`config.mk`:
```
export PLATFORM = sky130hd
export DESIGN_NAME = hdlc_rx_blkfifo
export DESIGN_NICKNAME = d
export VERILOG_FILES = /design/src/rtl/hrf_pkg.sv /design/src/rtl/hrf_store.sv /design/src/rtl/hrf_scan.sv /design/src/rtl/hrf_ctrl.sv /design/src/rtl/hdlc_rx_blkfifo.sv
export SDC_FILE = /design/constraint.sdc
export NUM_CORES = 1
export LEC_CHECK = 0
export BUFFER_PORTS_ARGS = -buffer_cell sky130_fd_sc_hd__buf_2
export CORE_ASPECT_RATIO = 1.2
export CORE_MARGIN = 2
export CORE_UTILIZATION = 40
export CTS_BUF_LIST = sky130_fd_sc_hd__clkbuf_8
export DETAILED_ROUTE_END_ITERATION = 16
export GPL_TIMING_DRIVEN = 0
export HOLD_SLACK_MARGIN = 0.03
export SETUP_SLACK_MARGIN = 0.5
export SYNTH_ARGS = -nofsm -noshare
export SYNTH_HDL_FRONTEND = slang
export SYNTH_SLANG_ARGS = --single-unit
```
`constraint.sdc`:
```
create_clock -name clk -period 6.6 [get_ports clk]
set_input_delay 0.33 -clock clk [delete_from_list [all_inputs] [get_ports clk]]
set_output_delay 0.33 -clock clk [all_outputs]
set_load 0.01 [all_outputs]
```
`src/rtl/hrf_pkg.sv`:
```
// Shared definitions for the HDLC receive block FIFO.
// Assumes the block size selector is two bits wide and the largest block is 32 bytes.
package hrf_pkg;

    localparam int unsigned MAX_BLK = 32;

    typedef enum logic {
        BLK_POOL = 1'b0,
        BLK_END  = 1'b1
    } blk_kind_t;

    // Block size in bytes for a selector code: 00->32, 01->16, 10->8, 11->4.
    function automatic int unsigned blk_bytes(input logic [1:0] code);
        return MAX_BLK >> code;
    endfunction

endpackage

```
`src/rtl/hrf_store.sv`:
```
// Circular byte store with a status mark per entry.
// Holds the write pointer and the block-start pointer, both one bit wider than
// the address so that a full buffer can be told apart from an empty one.
// Space is freed only through rel_valid/rel_len. A write into a full buffer is
// dropped and sets a sticky overflow flag.
// Assumes DEPTH is a power of two and at least MAX_BLK.
module hrf_store #(
    parameter int DEPTH = 64,
    parameter int DW    = 8,
    localparam int AW   = $clog2(DEPTH),
    localparam int PW   = AW + 1
) (
    input  logic             clk,
    input  logic             rst_n,
    input  logic             wr_valid,
    input  logic [DW-1:0]    wr_data,
    input  logic             wr_mark,
    input  logic             rel_valid,
    input  logic [PW-1:0]    rel_len,
    input  logic [PW-1:0]    rd_off,
    output logic [DW-1:0]    rd_data,
    output logic [PW-1:0]    base,
    output logic [PW-1:0]    occ,
    output logic [DEPTH-1:0] marks,
    output logic             ovf
);

    logic [DW-1:0] mem [DEPTH];
    logic [PW-1:0] wptr;
    logic [PW-1:0] bptr;
    logic          full;
    logic [AW-1:0] raddr;

    assign occ   = wptr - bptr;
    assign full  = (occ == PW'(DEPTH));
    assign base  = bptr;
    assign raddr = bptr[AW-1:0] + rd_off[AW-1:0];
    assign rd_data = mem[raddr];

    // Storage array: accepts a byte whenever there is room.
    always_ff @(posedge clk) begin
        if (wr_valid && !full) begin
            mem[wptr[AW-1:0]] <= wr_data;
        end
    end

    // Status marks: one bit per entry, cleared by reset.
    always_ff @(posedge clk) begin
        if (!rst_n) begin
            marks <= '0;
        end else if (wr_valid && !full) begin
            marks[wptr[AW-1:0]] <= wr_mark;
        end
    end

    // Pointers and the sticky overflow flag.
    always_ff @(posedge clk) begin
        if (!rst_n) begin
            wptr <= '0;
            bptr <= '0;
            ovf  <= 1'b0;
        end else begin
            if (wr_valid && !full) begin
                wptr <= wptr + PW'(1);
            end
            if (wr_valid && full) begin
                ovf <= 1'b1;
            end
            if (rel_valid) begin
                bptr <= bptr + rel_len;
            end
        end
    end


    ovf_sticky_chk: assert property (@(posedge clk) disable iff (!rst_n)
        (wr_valid && full) |=> (ovf && $stable(wptr)));


    occ_bound_chk: assert property (@(posedge clk) disable iff (!rst_n)
        occ <= PW'(DEPTH));

endmodule

```
`src/rtl/hrf_scan.sv`:
```
// Combinational block evaluator.
// Looks at the first block-size entries past the block start and reports
// either a short block ending at the first status mark, or a full block when
// enough unmarked bytes are held.
// Assumes occ never exceeds DEPTH and the block size never exceeds MAX_BLK.
module hrf_scan
    import hrf_pkg::*;
#(
    parameter int DEPTH = 64,
    localparam int AW   = $clog2(DEPTH),
    localparam int PW   = AW + 1
) (
    input  logic [PW-1:0]    base,
    input  logic [PW-1:0]    occ,
    input  logic [1:0]       size_code,
    input  logic [DEPTH-1:0] marks,
    output logic             pool_ok,
    output logic             end_ok,
    output logic [PW-1:0]    end_len,
    output logic [PW-1:0]    size_len
);

    logic          hit;
    logic [PW-1:0] off;
    logic [AW-1:0] idx;

    // Find the nearest status mark inside the window.
    always_comb begin
        size_len = PW'(blk_bytes(size_code));
        hit = 1'b0;
        off = '0;
        idx = '0;
        for (int k = MAX_BLK - 1; k >= 0; k--) begin
            idx = base[AW-1:0] + AW'(k);
            if ((PW'(k) < size_len) && (PW'(k) < occ) && marks[idx]) begin
                hit = 1'b1;
                off = PW'(k);
            end
        end
    end

    assign end_ok  = hit;
    assign end_len = off + PW'(1);
    assign pool_ok = !hit && (occ >= size_len);

endmodule

```
`src/rtl/hrf_ctrl.sv`:
```
// Block handshake controller.
// Holds the single pending announcement and its length, the host read offset
// inside the block, and the per-frame byte count.
// Assumes the evaluator outputs are valid every cycle for the current pointers.
module hrf_ctrl
    import hrf_pkg::*;
#(
    parameter int PW    = 7,
    parameter int CNT_W = 12
) (
    input  logic             clk,
    input  logic             rst_n,
    input  logic             pool_ok,
    input  logic             end_ok,
    input  logic [PW-1:0]    end_len,
    input  logic [PW-1:0]    size_len,
    input  logic             rd_en,
    input  logic             rel_cmd,
    output logic             pend,
    output blk_kind_t        kind,
    output logic [PW-1:0]    blen,
    output logic [PW-1:0]    hoff,
    output logic             rel_valid,
    output logic [CNT_W-1:0] byte_cnt
);

    logic          new_frame;
    logic [PW-1:0] next_len;

    assign next_len  = end_ok ? end_len : size_len;
    assign rel_valid = pend && rel_cmd;

    // Announce, hold, read and release a block.
    always_ff @(posedge clk) begin
        if (!rst_n) begin
            pend      <= 1'b0;
            kind      <= BLK_POOL;
            blen      <= '0;
            hoff      <= '0;
            byte_cnt  <= '0;
            new_frame <= 1'b1;
        end else if (pend) begin
            if (rel_cmd) begin
                pend <= 1'b0;
                hoff <= '0;
            end else if (rd_en && (hoff < blen)) begin
                hoff <= hoff + PW'(1);
            end
        end else if (end_ok || pool_ok) begin
            pend      <= 1'b1;
            kind      <= end_ok ? BLK_END : BLK_POOL;
            blen      <= next_len;
            byte_cnt  <= (new_frame ? '0 : byte_cnt) + CNT_W'(next_len);
            new_frame <= end_ok;
        end
    end


    hold_chk: assert property (@(posedge clk) disable iff (!rst_n)
        (pend && !rel_cmd) |=> (pend && $stable(blen) && $stable(kind)));


    release_chk: assert property (@(posedge clk) disable iff (!rst_n)
        rel_valid |=> (!pend && (hoff == '0)));


    host_off_chk: assert property (@(posedge clk) disable iff (!rst_n)
        (!pend && rd_en) |=> $stable(hoff));


    count_chk: assert property (@(posedge clk) disable iff (!rst_n)
        $rose(pend) |-> (byte_cnt >= CNT_W'(blen)));

endmodule

```
`src/rtl/hdlc_rx_blkfifo.sv`:
```
// HDLC receive FIFO with host block access.
// Connects the byte store, the block evaluator and the handshake controller.
// The receiver writes bytes and flags the end-of-frame status byte. The host
// reads announced blocks and releases them.
// Assumes at most one write and one release per cycle.
module hdlc_rx_blkfifo
    import hrf_pkg::*;
#(
    parameter int DEPTH = 64,
    parameter int CNT_W = 12,
    localparam int AW   = $clog2(DEPTH),
    localparam int PW   = AW + 1
) (
    input  logic             clk,
    input  logic             rst_n,
    input  logic             rx_valid,
    input  logic [7:0]       rx_byte,
    input  logic             rx_is_status,
    input  logic [1:0]       blk_size_sel,
    input  logic             host_rd,
    input  logic             host_release,
    output logic [7:0]       host_data,
    output logic             irq_pool_full,
    output logic             irq_msg_end,
    output logic [CNT_W-1:0] rx_byte_count,
    output logic             overflow
);

    logic [PW-1:0]    base;
    logic [PW-1:0]    occ;
    logic [DEPTH-1:0] marks;
    logic             pool_ok;
    logic             end_ok;
    logic [PW-1:0]    end_len;
    logic [PW-1:0]    size_len;
    logic             pend;
    blk_kind_t        kind;
    logic [PW-1:0]    blen;
    logic [PW-1:0]    hoff;
    logic             rel_valid;

    hrf_store #(.DEPTH(DEPTH), .DW(8)) u_store (
        .clk      (clk),
        .rst_n    (rst_n),
        .wr_valid (rx_valid),
        .wr_data  (rx_byte),
        .wr_mark  (rx_is_status),
        .rel_valid(rel_valid),
        .rel_len  (blen),
        .rd_off   (hoff),
        .rd_data  (host_data),
        .base     (base),
        .occ      (occ),
        .marks    (marks),
        .ovf      (overflow)
    );

    hrf_scan #(.DEPTH(DEPTH)) u_scan (
        .base     (base),
        .occ      (occ),
        .size_code(blk_size_sel),
        .marks    (marks),
        .pool_ok  (pool_ok),
        .end_ok   (end_ok),
        .end_len  (end_len),
        .size_len (size_len)
    );

    hrf_ctrl #(.PW(PW), .CNT_W(CNT_W)) u_ctrl (
        .clk      (clk),
        .rst_n    (rst_n),
        .pool_ok  (pool_ok),
        .end_ok   (end_ok),
        .end_len  (end_len),
        .size_len (size_len),
        .rd_en    (host_rd),
        .rel_cmd  (host_release),
        .pend     (pend),
        .kind     (kind),
        .blen     (blen),
        .hoff     (hoff),
        .rel_valid(rel_valid),
        .byte_cnt (rx_byte_count)
    );

    assign irq_pool_full = pend && (kind == BLK_POOL);
    assign irq_msg_end   = pend && (kind == BLK_END);


    short_len_chk: assert property (@(posedge clk) disable iff (!rst_n)
        end_ok |-> (end_len <= size_len));


    announce_chk: assert property (@(posedge clk) disable iff (!rst_n)
        (!pend && pool_ok) |=> irq_pool_full);

endmodule

```
==> qor.csv, run 1 <==
metric,value,unit
"Clk pin slew, worst setup/hold paths",0.06,ns
DP Area,0.03383,mm^2
top-level port count,39,
fin util,46.32,%
"Seq/Total Area, Yosys",54.35,%
Finished Layout Cells,3597,
GP Congestion,0.9691,
critical path arrival,7.04,ns
Required @ worst endpoint,7.20,ns
TritonCTS Buffers,93,
DRT antenna net count,0,
Final Critical Period,6.440,ns
Comb power frac,23.0,%
Hold WC Path Type,primary input to register,
Flop pwr share,45.4,%
Main synth FF type,edfxtp_1,
final setup vio count,0,
switching power,0.002887,W
"Cell Area, Synth",0.03223,mm^2
Final Instance Area,0.03713,mm^2
initial antenna violation count,3,
CP max stage delay,0.58,ns
PortBufs,35,
Post-synth EDFFs,512,
Core Region,0.08016,mm^2
Post-Syn Instances,2248,
fin crit share,97.58,%
RSZ-0062 raised after global routing,yes,
max_slew headroom,4.134,%
count of final hold-check violations,0,
post-synth top area share,47.70,%
root buf cell,clkbuf_8,
Via-to-Cell Ratio,6.104,
CTS tree,built,
final net count,2547,
number of global-route vias before repair,22000,
clock sinks,619,
Clk pwr share,31.6,%
DP HPWL,71860,um
chip height,315.0,um
most frequent cells after synthesis,"512 x edfxtp_1, 284 x mux4_2, 147 x nor2_1",
ranking of synthesized cells by area,"edfxtp_1 48%, mux4_2 20%, dfxtp_1 6.6%, mux2i_1 2.4%, ha_1 2.0%",
Yosys reg bits,619,
slew of the pin with the lowest slew margin,1.428,ns
Max clock buf depth,3,
Initial Util,40.21,%
largest net degree at the start of global routing,65,
Die W,263.1,um
YS warnings,0,
Sw Ratio,30.28,%
Skew-Pair Late Insertion Delay,0.75,ns
WS Path Type,register to register,
cell taking the most area after synthesis,edfxtp_1,
WL/cell,27.94,um
crit end category,register,
CP top delay family,multiplexers,
fraction of layout cells with a size suffix above 1,27.94,%
Worst VDD drop,0.2503,mV
P&R area growth vs syn,15.19,%
Die ar.,0.08287,mm^2
Post-Route WL,100500,um
Max Cap Viol,0,
Most Frequent Cell on Critical Path,buf_12,
first-pass iteration count of the detailed router,6,
outcome,finished clean,
grt total ovfl,0,
vias,21960,
placed cells,3330,
top-count cell post-synth,edfxtp_1,
syn_area_per_cell,14.34,um^2
Mapped Nets,2320,
"Slowest-stage cell, CP",mux4_2,
pwr dens,256.8,mW/mm^2
Synth cell types,87,
Async SR Flop Fraction,0,%
row count,114,
clock skew,0.08594,ns
Fmax,0.1553,GHz
Starting DRT DRC Count,2111,
cell-internal power,0.006647,W
first-pass GRT wire length,147500,um
Buf/Inv on CP,9,
GRT Resource Usage Total,24.11,%
DRC,0,
Startpoint Class,register,
Pins Over Slew Limit,0,
CP Max Fanout,6,
Pleak,12.01,nW
# H-tree levels,3,
routing by layer:
layer / GRT usage, % / vias up / routed length [um]
met5: 0 / - / 14
met4: 14.43 / 2 / 6550
met3: 3.866 / 282 / 5766
met2: 40.90 / 974 / 49550
met1: 29.17 / 11260 / 38630
li1: - / 9435 / -
stage by stage:
step                      TNS [ns]  total power [W]  hold WS, ns  setup slack, ns
after floorplan                  0         0.005755       0.4289           0.5045
final                            0         0.009534       0.1088           0.1598
after global placement      -10.25         0.006380       0.4487           -1.317
after global routing             0         0.009906       0.1247          0.01066
after detailed placement    -10.79         0.006396       0.4641           -1.395
after CTS                        0         0.009526      0.05825           0.2311
final cells by class:
type,count,area (um^2)
fillers,7147,43030
flip-flops and latches,619,17530
multi-input cells,1438,14520
clock buffers,98,1349
well taps,1044,1306
repair buffers,132,994.7
plain buffers,147,814.5
clock inverters,74,429.2
inverters,44,180.2
diodes,1,2.502
logic make-up after synthesis:
kind of cell / count (synthesis) / share of synthesized area [%]
AOI/OAI and AO/OA: 386 / 7.500
xor gates and xnor gates: 85 / 2.380
adders and majority gates: 56 / 2.267
buffers and inverters: 191 / 2.442
DFF: 619 / 54.35
muxes: 390 / 23.25
and+or+nand+nor: 521 / 7.814
power by group through the flow:
stage	registers [W]	clock network, W	logic [W]
detailed placement	0.00441	0	0.00198
global placement	0.00441	0	0.00197
floorplan	0.00440	0	0.00136
finish	0.00433	0.00301	0.00219
CTS	0.00433	0.00307	0.00213
global route	0.00433	0.00323	0.00234
worst min-delay path, stage by stage:
cell and delay, ns:
buf_2 0.10, nand2b_1 0.06, a2111oi_0 0.12, xnor2_1 0.16, nor2_1 0.04
layout by cell type, fill, tap and decap left out, drive strengths merged, types with 7 or more instances in the layout:
| cell | netlist | layout |
|---|---|---|
| edfxtp | 512 | 512 |
| mux4 | 284 | 284 |
| clkbuf | 92 | 190 |
| buf | 55 | 181 |
| nor2 | 147 | 147 |
| nand2 | 140 | 140 |
| a21oi | 130 | 130 |
| dfxtp | 107 | 107 |
| o21ai | 99 | 99 |
| inv | 43 | 78 |
| mux2i | 77 | 77 |
| nand3 | 69 | 69 |
| xnor2 | 68 | 68 |
| ha | 52 | 52 |
| clkinv | 1 | 32 |
| mux2 | 29 | 29 |
| nor2b | 28 | 28 |
| nor3 | 28 | 28 |
| a211oi | 23 | 23 |
| a31oi | 19 | 19 |
| nand4 | 18 | 18 |
| xor2 | 17 | 17 |
| nand2b | 16 | 16 |
| a21o | 15 | 15 |
| a22oi | 14 | 14 |
| and4 | 14 | 14 |
| and2 | 13 | 13 |
| or3 | 12 | 12 |
| o21a | 10 | 10 |
| nor3b | 9 | 9 |
| a21boi | 7 | 7 |
flip-flops by register name (all words and copies together) (netlist names):
signal	cells
u_ctrl.byte_cnt	12
u_store.mem	512
u_store.ovf	1
u_store.wptr	7
u_store.marks	64
u_ctrl.pend	1
u_ctrl.hoff	7
u_store.base	7
u_ctrl.blen	6
u_ctrl.new_frame	1
u_ctrl.kind	1
path summary, 6_finish.rpt:
check                              startpoint                               end  slack, ns  cells after the start
max              u_store.base[1]$_SDFFE_PN0P_   u_ctrl.byte_cnt[7]$_SDFFE_PN0P_       0.16                     30
min                                   host_rd       u_ctrl.hoff[0]$_SDFFE_PN0P_       0.11                      5
max reg2reg      u_store.base[1]$_SDFFE_PN0P_   u_ctrl.byte_cnt[7]$_SDFFE_PN0P_       0.16                     30
min reg2reg  u_ctrl.byte_cnt[11]$_SDFFE_PN0P_  u_ctrl.byte_cnt[11]$_SDFFE_PN0P_       0.47                      2
repair_timing:
| action | CTS | global route |
|---|---|---|
| setup endpoints to repair | 32 | 9 |
| hold buffers | 4 | 0 |
| resized for setup | 135 | 51 |
| endpoints found under the hold margin | 5 | 0 |
| cloned | 2 | 0 |
| setup buffers | 77 | 11 |
| pin swaps | 34 | 31 |
No activity file was read; power rests on OpenSTA's default activity.
==> run 2, diff against run 1 <==
- SYNTH_HIERARCHICAL: default -> 1
==> run 2 against run 1 <==
Register-to-register slack improved by 0.02 ns. Critical endpoint is now u_ctrl/byte_cnt[10]$_SDFFE_PN0P_. Clock skew fell by 0.048 ns. Maximum frequency is 0.32% higher. Sequential share of layout area fell by 2.9 points.
==> qor.csv, run 2 <==
metric,value,unit,change
outcome,finished clean,,
first-pass iteration count of the detailed router,5,,-1
Post-Route WL,111200,um,+11%
most frequent cells after synthesis,"512 x edfxtp_1, 270 x mux4_2, 247 x nand2_1",,
"Slowest-stage cell, CP",mux4_2,,
Via-to-Cell Ratio,6.169,,+1.1%
Final Critical Period,6.420,ns,-0.02023 ns
fraction of layout cells with a size suffix above 1,31.77,%,+3.8 points
YS warnings,6,,+6
top-level port count,39,,unchanged
overall power,0.01234,W,+29%
max_slew headroom,8.577,%,+4.4 points
first-pass GRT wire length,160800,um,+9.1%
placed cells,3612,,+8.5%
GP Congestion,0.9792,,+1.0%
Skew-Pair Late Insertion Delay,0.70,ns,-0.05 ns
WL/cell,28.82,um,+3.1%
WS Path Type,register to register,,
final net count,2732,,+7.3%
pwr dens,311.6,mW/mm^2,+21%
chip height,325.4,um,+3.3%
root buf cell,clkbuf_8,,
largest net degree at the start of global routing,65,,unchanged
Fmax,0.1558,GHz,+0.32%
cell taking the most area after synthesis,edfxtp_1,,
clock sinks,620,,+0.16%
Pleak,13.18,nW,+9.7%
clock skew,0.03755,ns,-0.04839 ns
Max Cap Viol,0,,unchanged
DP HPWL,79700,um,+11%
number of global-route vias before repair,23870,,+8.5%
critical path arrival,7.00,ns,-0.04 ns
"most common cell after layout, fill and taps aside",edfxtp_1,,
syn_area_per_cell,14.11,um^2,-1.6%
CP Max Fanout,6,,unchanged
FILL cells,7502,,+5.0%
vias,23810,,+8.5%
Initial Util,40.48,%,+0.27 points
Post-Syn Instances,2440,,+8.5%
Async SR Flop Fraction,0,%,unchanged
row count,117,,+2.6%
GRT Resource Usage Total,24.71,%,+0.60 points
Main synth FF type,edfxtp_1,,
fraction of synthesized cell area in xor and xnor cells,2.191,%,-0.19 points
P&R area growth vs syn,14.99,%,
largest family of logic cells by synthesized area,multiplexers,,
Hold WC Path Type,primary input to register,,
Post-synth EDFFs,512,,unchanged
pre-CTS setup slack,-0.9724,ns,+0.4228 ns
PortBufs,36,,+2.9%
DP Area,0.03620,mm^2,+7.0%
mux cell area share after synthesis,25.87,%,+2.6 points
Core Region,0.08505,mm^2,+6.1%
Largest register FFs,512,,unchanged
Multi-input gate area,0.01672,mm^2,+15%
count of final hold-check violations,0,,unchanged
Yosys reg bits,620,,+0.16%
CP max stage delay,0.60,ns,+0.02 ns
"Clk pin slew, worst setup/hold paths",0.07,ns,about the same
top-count cell post-synth,edfxtp_1,,
post-synth top area share,44.66,%,-3.0 points
Finished Layout Cells,3860,,+7.3%
Final Instance Area,0.03959,mm^2,+6.6%
DRT antenna net count,0,,unchanged
Worst VDD drop,0.1948,mV,-22%
"Seq/Total Area, Yosys",50.94,%,-3.4 points
"Cell Area, Synth",0.03443,mm^2,+6.8%
Die W,271.8,um,+3.3%
grt total ovfl,0,,unchanged
initial antenna violation count,3,,unchanged
final setup vio count,0,,unchanged
register area,0.01756,mm^2,+0.14%
simple-gate share of the synthesized area,9.620,%,+1.8 points
slew of the pin with the lowest slew margin,1.364,ns,-0.06382 ns
ranking of synthesized cells by area,"edfxtp_1 45%, mux4_2 18%, dfxtp_1 6.3%, mux2i_1 6.1%, nand2_1 2.7%",,
Die ar.,0.08845,mm^2,+6.7%
fin util,46.55,%,+0.23 points
Most Frequent Cell on Critical Path,buf_12,,
RSZ-0062 raised after global routing,yes,,
Synth Area in Adders,2.231,%,-0.036 points
Startpoint Class,register,,
fin crit share,97.27,%,-0.31 points
crit end category,register,,
TritonCTS Buffers,90,,-3.2%
Starting DRT DRC Count,2368,,+12%
DRC,0,,unchanged
"commonest cells after routing, fill and taps aside","512 x edfxtp_1, 270 x mux4_2, 239 x nand2_1, 203 x mux2i_1, 101 x dfxtp_1",,
Synth cell types,104,,+20%
# H-tree levels,3,,unchanged
Synth Area in Compound Gates,6.123,%,-1.4 points
final setup margin,0.1801,ns,+0.02023 ns
Max clock buf depth,3,,unchanged
Required @ worst endpoint,7.18,ns,-0.02 ns
Pins Over Slew Limit,0,,unchanged
CTS tree,built,,
## run 2: changes by cell type in the layout (fill, tap and decap cells not counted), moves of 22 or more
| cell | previous run | this run |
|---|---|---|
| o21ai_0 | 85 | 30 |
| nor2_1 | 145 | 75 |
| nor3_2 | 7 | 67 |
| mux2_2 | 15 | 37 |
| nand2_1 | 139 | 239 |
| mux2i_1 | 72 | 203 |
| a21oi_1 | 120 | 59 |
| buf_2 | 46 | 72 |
## run 2: layout make-up
type,count,share of cell area [%]
Tap cell,1130,3.571
Clock inverter,69,1.074
Sequential cell,620,44.34
Inverter,53,0.5467
Clock buffer,95,3.302
Antenna cell,1,0.006321
Buffer,155,2.623
Timing Repair Buffer,122,2.304
Multi-Input combinational cell,1615,42.23
## run 2: cell families after synthesis
logic type | count (synthesis)
fa+ha+maj | 59
flops | 620
simple gates | 628
xor+xnor | 81
mux | 543
other cells | 1
buf+inv | 208
compound gates | 300
## run 2: where the power goes
group | internal, W | leakage (nW) | switching (W)
Clock | 0.00150 | 0.990 | 0.00148
Combinational | 0.00214 | 6.71 | 0.00282
Sequential | 0.00432 | 5.48 | 0.0000743
Total | 0.00796 | 13.2 | 0.00438
## run 2: timing repair
action	4_1_cts	5_1_grt
hold buffers	1	0
pin swaps	32	45
hold endpoints to repair	5	0
cloned	2	1
resized for setup	134	92
buffers inserted	50	29
setup endpoints to repair	21	17
## run 2: worst max-delay path: cells and delay by family (launching register included)
kind | cells | cell delay [ns]
AOI/OAI and AO/OA | 10 | 1.77
DFF | 1 | 0.40
muxes | 4 | 1.70
adders and majority gates | 3 | 0.71
buffers and inverters | 8 | 0.95
and+or+nand+nor | 4 | 0.75
## run 2: final timing paths
check                                   from  cells past startpoint                          endpoint  slack (ns)
max             u_store/base[0]$_SDFFE_PN0P_                     29  u_ctrl/byte_cnt[10]$_SDFFE_PN0P_        0.18
min                                 rx_valid                      3          u_store/ovf$_SDFFE_PN0P_        0.13
max reg2reg     u_store/base[0]$_SDFFE_PN0P_                     29  u_ctrl/byte_cnt[10]$_SDFFE_PN0P_        0.18
min reg2reg  u_ctrl/byte_cnt[0]$_SDFFE_PN0P_                      2   u_ctrl/byte_cnt[0]$_SDFFE_PN0P_        0.47
## run 2: stage by stage
step / TNS [ns] / hold WS [ns]
3_5_place_dp: -7.309 / 0.4682
6_report: 0 / 0.1288
3_3_place_gp: -6.628 / 0.4688
2_1_floorplan: 0 / 0.4289
4_1_cts: 0 / 0.06547
5_1_grt: 0 / 0.1788
## run 2: routing by layer
layer  global-route usage, %  up-vias  wire (um)
met5                       0        -         26
met4                   13.15        4       6609
met1                   30.06    12370      42650
met3                   3.329      266       6141
li1                        -    10100          -
met2                   42.57     1076      55810
==> run 3, diff against run 2 <==
- MAX_ROUTING_LAYER: default -> met4
- SKIP_CTS_REPAIR_TIMING: default -> 1
==> run 3 against run 2 <==
The run now ends with negative setup slack left. Flip-flop and latch count unchanged. Hold slack improved by 0.0014 ns. Cell count decreased by 0.31%. Largest power group unchanged. Sequential share of layout area increased by 0.48 points. Register-to-register slack got worse by 0.31 ns. Sequential power about the same.
==> qor.csv, run 3 (synthesis gave the netlist of run 2 again) <==
metric,value,unit,change
critical path arrival,7.30,ns,+0.30 ns
Fin Hold WS,0.1302,ns,+0.001381 ns
fin crit share,102.0,%,+4.7 points
RR Startpoint,u_store/base[1]$_SDFFE_PN0P_,,
Worst VDD drop,0.2422,mV,+24%
Pins Over Slew Limit,0,,unchanged
Startpoint Class,register,,
GP Congestion,1.012,,+3.3%
DP HPWL,79810,um,+0.15%
Post-Route WL,110000,um,-1.1%
final setup margin,-0.1305,ns,-0.3105 ns
first-pass GRT wire length,158100,um,-1.7%
Max Cap Viol,0,,unchanged
first-pass iteration count of the detailed router,6,,+1
"Clk pin slew, worst setup/hold paths",0.07,ns,about the same
row count,117,,unchanged
P&R area growth vs syn,13.74,%,
Largest register FFs,512,,unchanged
TritonCTS Buffers,90,,unchanged
root buf cell,clkbuf_8,,
pwr dens,309.4,mW/mm^2,-0.70%
"most common cell after layout, fill and taps aside",edfxtp_1,,
crit end category,register,,
DRT antenna net count,0,,unchanged
pre-CTS setup slack,-1.172,ns,-0.1995 ns
WS Path Type,register to register,,
GRT Resource Usage Total,24.89,%,+0.18 points
Required @ worst endpoint,7.17,ns,about the same
Final Critical Period,6.730,ns,+0.3105 ns
Via-to-Cell Ratio,6.208,,+0.63%
DRC,0,,unchanged
PortBufs,36,,unchanged
count of final hold-check violations,0,,unchanged
Starting DRT DRC Count,2313,,-2.3%
Initial Util,40.48,%,unchanged
largest net degree at the start of global routing,65,,unchanged
grt total ovfl,0,,unchanged
max_slew headroom,4.171,%,-4.4 points
chip height,325.4,um,unchanged
vias,23890,,+0.31%
Die W,271.8,um,unchanged
initial antenna violation count,3,,unchanged
clock skew,0.02613,ns,-0.01142 ns
Skew-Pair Late Insertion Delay,0.70,ns,about the same
final setup vio count,3,,+3
clock sinks,620,,unchanged
hold_sp,rx_valid,,
Core Region,0.08505,mm^2,unchanged
WL/cell,28.60,um,-0.77%
Fmax,0.1486,GHz,-4.6%
Pleak,12.98,nW,-1.5%
fraction of layout cells with a size suffix above 1,30.24,%,-1.5 points
Max clock buf depth,3,,unchanged
"Slowest-stage cell, CP",xnor2_2,,
outcome,"finished, violations left",,
CP max stage delay,0.65,ns,+0.05 ns
top-level port count,39,,unchanged
"commonest cells after routing, fill and taps aside","512 x edfxtp_1, 270 x mux4_2, 245 x nand2_1, 199 x mux2i_1, 101 x dfxtp_1",,
RSZ-0062 raised after global routing,yes,,
CTS tree,built,,
Die ar.,0.08845,mm^2,unchanged
R2R depth,26,,-10%
CP Max Fanout,8,,+2
# H-tree levels,3,,unchanged
final net count,2719,,-0.48%
failing checks,negative setup slack,,
number of global-route vias before repair,23500,,-1.6%
Setup crit start,u_store/base[1]$_SDFFE_PN0P_,,
Most Frequent Cell on Critical Path,buf_12,,
slew of the pin with the lowest slew margin,1.430,ns,+0.06574 ns
hold path depth,3,,unchanged
Hold WC Path Type,primary input to register,,
## run 3: final timing paths
| check | to | slack (ns) |
|---|---|---|
| setup / recovery | u_ctrl/byte_cnt[10]$_SDFFE_PN0P_ | -0.13 |
| hold / removal | u_store/ovf$_SDFFE_PN0P_ | 0.13 |
| setup reg to reg | u_ctrl/byte_cnt[10]$_SDFFE_PN0P_ | -0.13 |
| hold reg to reg | u_ctrl/byte_cnt[11]$_SDFFE_PN0P_ | 0.49 |
## run 3: per-stage QoR
| step | util, % | total power (W) | setup TNS [ns] | instances | instance area [um^2] |
|---|---|---|---|---|---|
| after global placement | 42.50 | 0.008594 | -12.10 | 3609 | 36150 |
| after floorplan | - | 0.007436 | 0 | 2443 | 34560 |
| after detailed placement | 42.56 | 0.008661 | -11.05 | 3610 | 36200 |
| after global routing | 46.04 | 0.01267 | -0.6442 | 3848 | 39160 |
| final | 46.04 | 0.01212 | -0.2912 | 3848 | 39160 |
| after CTS | 44.52 | 0.01156 | -11.51 | 3773 | 37860 |
## run 3: critical path: cells and delay by family (launching register included)
| family | cells | cell delay [ns] |
|---|---|---|
| muxes | 3 | 1.34 |
| buffers and inverters | 7 | 0.75 |
| and+or+nand+nor | 1 | 0.42 |
| AOI/OAI and AO/OA | 11 | 2.23 |
| xor gates and xnor gates | 1 | 0.65 |
| adders and majority gates | 3 | 0.73 |
| DFF | 1 | 0.44 |
## run 3: area by class of cell
type,count,area [um^2]
fillers,7511,45890
flip-flops and latches,620,17550
multi-input cells,1615,16460
well taps,1130,1414
clock buffers,93,1280
plain buffers,155,1030
repair buffers,109,813.3
clock inverters,70,382.9
inverters,53,221.5
diodes,3,7.507
## run 3: report_power, final
| group | leakage, nW | internal [W] | switching [W] | total, W |
|---|---|---|---|---|
| registers | 5.48 | 0.00432 | 0.0000779 | 0.00440 |
| logic | 6.57 | 0.00206 | 0.00278 | 0.00484 |
| clock network | 0.933 | 0.00143 | 0.00145 | 0.00288 |
## run 3: layer usage
layer	up-vias	global-route usage (%)	wire length [um]	share of wire [%]
li1	10090	-	-	-
met5	-	-	0	0
met4	0	12.20	6551	6.0
met1	12420	30.10	42210	38
met2	1098	41.13	54420	49
met3	283	3.263	6863	6.2
